File: src/rtl/dsc_pkg.sv
package dsc_pkg;

    localparam int BANK_W    = 2;
    localparam int NUM_BANKS = 1 << BANK_W;

    typedef enum logic [1:0] {
        SEQ_IDLE    = 2'd0,
        SEQ_ACCESS  = 2'd1,
        SEQ_REFRESH = 2'd2
    } seq_state_e;

    // request inputs normalised to active high
    typedef struct packed {
        logic row_req;
        logic sel;
        logic col_hold;
    } strobe_in_t;

    function automatic logic [NUM_BANKS-1:0] bank_enable(input logic [BANK_W-1:0] code);
        logic [NUM_BANKS-1:0] en;
        for (int i = 0; i < NUM_BANKS; i++) begin
            en[i] = (code == BANK_W'(i));
        end
        return en;
    endfunction

endpackage

File: src/rtl/dsc_bank_latch.sv
module dsc_bank_latch #(
    parameter int W = dsc_pkg::BANK_W
) (
    input  logic         clk,
    input  logic         rst,
    input  logic         capture,
    input  logic [W-1:0] code_i,
    output logic [W-1:0] code_o
);

    always_ff @(posedge clk) begin
        if (rst) begin
            code_o <= '0;
        end else if (capture) begin
            code_o <= code_i;
        end
    end

    assert_bank_capture_R2: assert property (@(posedge clk) disable iff (rst)
        capture |=> (code_o == $past(code_i)));

endmodule

File: src/rtl/dsc_refresh_tracker.sv
module dsc_refresh_tracker (
    input  logic clk,
    input  logic rst,
    input  logic fast_mode,
    input  logic refresh_clk,
    input  logic start_hidden_i,
    output logic hidden_ok_o,
    output logic refresh_req_o
);

    logic rf_q;
    logic done_q;
    logic req_q;
    logic period_rise;

    // edges of the refresh clock only count outside fast mode
    assign period_rise = !fast_mode && refresh_clk && !rf_q;
    assign hidden_ok_o = !fast_mode && (!done_q || period_rise);
    assign refresh_req_o = req_q;

    always_ff @(posedge clk) begin
        if (rst) begin
            rf_q   <= 1'b0;
            done_q <= 1'b0;
            req_q  <= 1'b0;
        end else begin
            rf_q <= refresh_clk;
            if (start_hidden_i) begin
                done_q <= 1'b1;
            end else if (period_rise) begin
                done_q <= 1'b0;
            end
            if (fast_mode || start_hidden_i) begin
                req_q <= 1'b0;
            end else if (period_rise) begin
                req_q <= 1'b1;
            end
        end
    end

    assert_one_per_period_R8: assert property (@(posedge clk) disable iff (rst)
        (done_q && !period_rise) |-> !start_hidden_i);

    assert_no_hidden_fast_R11: assert property (@(posedge clk) disable iff (rst)
        fast_mode |-> !start_hidden_i);

endmodule

File: src/rtl/dsc_strobe_seq.sv
module dsc_strobe_seq
    import dsc_pkg::*;
#(
    parameter int unsigned CAS_DELAY = 2
) (
    input  logic                 clk,
    input  logic                 rst,
    input  logic                 fast_mode,
    input  strobe_in_t           req_i,
    input  logic [BANK_W-1:0]    bank_i,
    input  logic                 hidden_ok_i,
    output logic [NUM_BANKS-1:0] row_n_o,
    output logic                 col_n_o,
    output logic                 start_hidden_o
);

    localparam int CNT_W = $clog2(CAS_DELAY + 1);
    localparam logic [CNT_W-1:0] CNT_LAST = CNT_W'(CAS_DELAY);

    seq_state_e        state_q, state_d;
    logic [BANK_W-1:0] act_bank_q, act_bank_d;
    logic [CNT_W-1:0]  cnt_q, cnt_d;
    logic              ext_q, ext_d;
    logic              req_prev_q;
    logic              req_fall;
    logic              col_on;
    logic              ext_set;
    logic              start_access;

    assign req_fall     = req_i.row_req && !req_prev_q;
    assign col_on       = (state_q == SEQ_ACCESS) && (cnt_q == CNT_LAST);
    assign start_access = (state_q == SEQ_IDLE) && req_fall && req_i.sel;
    assign start_hidden_o = (state_q == SEQ_IDLE) && req_fall && !req_i.sel && hidden_ok_i;
    assign ext_set = (state_q == SEQ_ACCESS) && !req_i.row_req && fast_mode
                     && req_i.col_hold && col_on;
    assign ext_d   = fast_mode && (ext_set || (ext_q && req_i.col_hold));

    always_comb begin
        state_d    = state_q;
        act_bank_d = act_bank_q;
        cnt_d      = cnt_q;
        unique case (state_q)
            SEQ_IDLE: begin
                if (start_access) begin
                    state_d    = SEQ_ACCESS;
                    act_bank_d = bank_i;
                    cnt_d      = '0;
                end else if (start_hidden_o) begin
                    state_d = SEQ_REFRESH;
                end
            end
            SEQ_ACCESS: begin
                if (!req_i.row_req) begin
                    state_d = SEQ_IDLE;
                end else if (cnt_q != CNT_LAST) begin
                    cnt_d = cnt_q + 1'b1;
                end
            end
            SEQ_REFRESH: begin
                if (!req_i.row_req) begin
                    state_d = SEQ_IDLE;
                end
            end
            default: state_d = SEQ_IDLE;
        endcase
    end

    always_ff @(posedge clk) begin
        if (rst) begin
            state_q    <= SEQ_IDLE;
            act_bank_q <= '0;
            cnt_q      <= '0;
            ext_q      <= 1'b0;
            req_prev_q <= 1'b0;
        end else begin
            state_q    <= state_d;
            act_bank_q <= act_bank_d;
            cnt_q      <= cnt_d;
            ext_q      <= ext_d;
            req_prev_q <= req_i.row_req;
        end
    end

    always_comb begin
        unique case (state_q)
            SEQ_ACCESS:  row_n_o = ~bank_enable(act_bank_q);
            SEQ_REFRESH: row_n_o = '0;
            default:     row_n_o = '1;
        endcase
    end

    assign col_n_o = !(col_on || ext_q);

    assert_single_row_R2: assert property (@(posedge clk) disable iff (rst)
        (row_n_o == '0) || ($countones(~row_n_o) <= 1));

    assert_refresh_all_R7: assert property (@(posedge clk) disable iff (rst)
        start_hidden_o |=> (row_n_o == '0));

    assert_access_end_R4: assert property (@(posedge clk) disable iff (rst)
        (state_q == SEQ_ACCESS && !req_i.row_req) |=> (row_n_o == '1));

    assert_no_ext_normal_R6: assert property (@(posedge clk) disable iff (rst)
        ($past(!fast_mode) && !fast_mode && row_n_o == '1) |-> col_n_o);

endmodule

File: src/rtl/dram_strobe_ctrl.sv
module dram_strobe_ctrl
    import dsc_pkg::*;
#(
    parameter int unsigned CAS_DELAY = 2
) (
    input  logic                 clk,
    input  logic                 rst,
    input  logic                 fast_mode,
    input  logic                 addr_strobe,
    input  logic [BANK_W-1:0]    bank_code,
    input  logic                 sel_n,
    input  logic                 row_req_n,
    input  logic                 col_hold_n,
    input  logic                 refresh_clk,
    output logic [NUM_BANKS-1:0] row_strobe_n,
    output logic                 col_strobe_n,
    output logic                 refresh_req
);

    strobe_in_t        req_in;
    logic [BANK_W-1:0] bank_q;
    logic              hidden_ok;
    logic              start_hidden;

    assign req_in.row_req  = !row_req_n;
    assign req_in.sel      = !sel_n;
    assign req_in.col_hold = !col_hold_n;

    dsc_bank_latch #(.W(BANK_W)) bank_latch_i (
        .clk     (clk),
        .rst     (rst),
        .capture (addr_strobe),
        .code_i  (bank_code),
        .code_o  (bank_q)
    );

    dsc_refresh_tracker refresh_i (
        .clk            (clk),
        .rst            (rst),
        .fast_mode      (fast_mode),
        .refresh_clk    (refresh_clk),
        .start_hidden_i (start_hidden),
        .hidden_ok_o    (hidden_ok),
        .refresh_req_o  (refresh_req)
    );

    dsc_strobe_seq #(.CAS_DELAY(CAS_DELAY)) seq_i (
        .clk            (clk),
        .rst            (rst),
        .fast_mode      (fast_mode),
        .req_i          (req_in),
        .bank_i         (bank_q),
        .hidden_ok_i    (hidden_ok),
        .row_n_o        (row_strobe_n),
        .col_n_o        (col_strobe_n),
        .start_hidden_o (start_hidden)
    );

endmodule

File: config.mk
export PLATFORM = sky130hd
export DESIGN_NAME = dram_strobe_ctrl
export DESIGN_NICKNAME = d
export VERILOG_FILES = /design/src/rtl/dsc_pkg.sv /design/src/rtl/dsc_bank_latch.sv /design/src/rtl/dsc_refresh_tracker.sv /design/src/rtl/dsc_strobe_seq.sv /design/src/rtl/dram_strobe_ctrl.sv
export SDC_FILE = /design/constraint.sdc
export NUM_CORES = 1
export LEC_CHECK = 0
export BUFFER_PORTS_ARGS = -buffer_cell sky130_fd_sc_hd__buf_2
export CAP_MARGIN = 5
export CORE_MARGIN = 4
export CORE_UTILIZATION = 48
export CTS_BUF_LIST = sky130_fd_sc_hd__clkbuf_8
export CTS_CLUSTER_DIAMETER = 80
export DETAILED_ROUTE_END_ITERATION = 6
export PLACE_DENSITY = 0.78
export SETUP_SLACK_MARGIN = 0.4
export SLEW_MARGIN = 20
export SYNTH_ARGS = -nofsm -noshare
export SYNTH_HDL_FRONTEND = slang
export SYNTH_SLANG_ARGS = --single-unit
export TNS_END_PERCENT = 10
File: constraint.sdc
create_clock -name clk -period 1.4 [get_ports clk]
set_clock_uncertainty 0.15 [all_clocks]
set_input_delay 0.21 -clock clk [delete_from_list [all_inputs] [get_ports clk]]
set_output_delay 0.21 -clock clk [all_outputs]
set_load 0.05 [all_outputs]
==> flow_summary.toml <==
[outcome]
status = "finished, violations left"
violations = "negative hold slack, negative setup slack"

[place]
pre_cts_slack_ns = -0.125
dp_cells = 106
routabilityCongestion = 0.722
hpwl_microns = 1110
portBuffers = 15

[grt]
grt_pass1_wl_microns = 2750
grtUsageTotal_pct = 19.4
grt_pass1_vias = 642
antenna_found_initial = 0
gr-total-overflow = 0
grt_max_degree = 15

[cts]
cts.path.max_buffers = 2
cts_buffers = 3
cts_sinks = 13
clk_pin_slew_ns = 0.06
cts_root_buffer = "clkbuf_8"
htree_levels = 1
tritoncts = "done"
insertion_delay_ns = 0.24

[worst_setup_path]
path_class = "reg2out"
crit_path_cell_trace = "inv_2 -> ha_2 -> nor2b_4 -> a31oi_4 -> buf_6"
critical_path_peak_fanout = 4
cpMaxStageDelayCell = "dfxtp_4"
end_kind = "primary output"
critPathMaxStageDelay_ns = 0.37
worst_ep_required_time_ns = 1.04
critical_path_arrival_ns = 1.33
crit_path_start_kind = "register"

[timing]
worstMarginPinSlew_ns = 0.306
hold_viol_final = 1
slew_headroom_pct = 79.5
slew_viol_final = 0
rsz0062_at_grt = "true"
finalCritPeriodShare_pct = 120
worst_slack_ns = -0.286
post-route-min-period_ns = 1.69
clock.fmax_mhz = 593
whs_ns = -0.0212
finalSetupViolations = 13

[logic_synthesis]
yosysTopAreaCellShare_pct = 38.4
ys_types = 29
synth.largest_area_cell = "dfxtp_1"
synthCells = 71
ys_top_cells_by_area = "dfxtp_1, ha_1, mux2i_1"
avgSynthCellArea_sq_um = 9.53
netlist_area_sq_um = 677
ys_seq_area_share_pct = 38.4
ys.warnings.count = 0
syn_nets = 85
ys_seq_elements = 13

[die]
die-width_microns = 45.6
coreArea_sq_um = 1320
initial_core_util_pct = 51.4
placementRows = 13
die_h_microns = 45.6
num_io_pins = 16
dieArea_sq_um = 2070

[min_path]
hp-class = "in2reg"

[detailed_routing]
drc = 0
final_antenna_net_count = 0
routed_wl_microns = 1560
viasPerCell = 5.39
drt_first_iter_violations = 13
routed-via-count = 604
wl_per_cell_microns = 13.9
dr.pass1.iters = 4

[power_and_ir_drop]
p_leak_nw = 0.420
p_per_area_nw_per_um2 = 903
ir_worst_vdd_mv = 0.883

[finish]
final_common_cell = "dfxtp_1"
drive_gt1_share_pct = 50.5
fin_nets = 112
area_growth_pct = 58.8
num_antenna_cells = 0
final_cells = 112
final_util_pct = 81.6
final_cell_mix = "dfxtp_1, buf_2, nor2_1, buf_4"

[job]
max_cap_violations = 0
-- worst max-delay path: cells and delay by family (launching register included) --
kind                       cells  cell delay, ns
DFF                            1            0.37
buffers and inverters          2            0.23
adders and majority gates      1            0.16
AOI/OAI and AO/OA              1            0.16
and+or+nand+nor                1            0.15
-- per-stage QoR --
step	power [mW]	area (sq um)	setup TNS, ns
floorplan	0.557	796	-0.158
global placement	0.609	927	-0.778
detailed placement	0.614	927	-1.21
CTS	0.962	1050	-2.44
global route	1.01	1070	-3.25
finish	0.970	1070	-2.40
-- per-layer routing --
metal / wire length [microns] / part of all wire, % / up-vias / global-route usage [%]
met5: 0 / 0 / - / 0
met4: 31 / 2.0 / 0 / 10.5
met3: 77 / 4.9 / 4 / 6.32
met2: 835 / 54 / 14 / 34.3
met1: 614 / 39 / 280 / 19.7
li1: - / - / 306 / -
-- what timing repair did --
| item | 4_1_cts | 5_1_grt |
|---|---|---|
| endpoints found under the setup margin | 15 | 15 |
| setup buffers | 2 | 0 |
| hold endpoints to repair | 1 | 1 |
| pin swaps | 4 | 3 |
| resized for setup | 15 | 5 |
-- cells in the mapped netlist, drive strengths merged --
master,number
and2b,1
o21ai,1
nor3b,2
o32ai,1
o211ai,1
inv,7
nor2b,3
buf,2
a32o,1
nor2,8
o2111ai,1
a211oi,1
ha,4
nor4b,2
a22oi,1
mux2i,4
o31ai,1
nand2b,2
a31oi,5
a21boi,1
dfxtp,13
clkbuf,1
or3b,1
o2111a,1
nand2,2
o211a,1
a21oi,3
-- cell families after synthesis --
family,after synthesis,synth area share [%]
fa+ha+maj,4,7.39
simple gates,21,21.1
compound gates,19,20.3
mux,4,5.92
buf+inv,10,6.84
flops,13,38.4
-- worst paths after layout --
kind / startpoint / end / slack (ns) / cells after the start
max: seq_i.state_q[0] / row_strobe_n[1] / -0.29 / 5
min: col_hold_n / seq_i.ext_q / -0.02 / 2
max reg2reg: seq_i.state_q[1] / seq_i.state_q[1] / -0.19 / 7
min reg2reg: seq_i.cnt_q[1] / seq_i.cnt_q[1] / 0.35 / 2
-- state kept, by name (all words and copies together) (netlist names) --
signal                   flops
bank_latch_i.code_o          2
seq_i.act_bank_q             2
seq_i.cnt_q                  2
seq_i.state_q                2
refresh_i.done_q             1
refresh_i.refresh_req_o      1
refresh_i.rf_q               1
seq_i.ext_q                  1
seq_i.req_prev_q             1
-- where the power goes --
part / switching, mW / internal [mW] / leakage [nW]
combinational: 0.124 / 0.120 / 0.286
sequential: 0.0140 / 0.386 / 0.107
clock: 0.133 / 0.194 / 0.0269
total: 0.271 / 0.699 / 0.420
-- cell type report --
type,instances,area [sq um]
fillers,97,243
clock inverters,1,3.75
multi-input cells,48,507
clock buffers,3,41.3
repair buffers,25,213
inverters,7,26.3
flip-flops and latches,13,265
well taps,15,18.8
No activity file was read; power rests on OpenSTA's default activity.
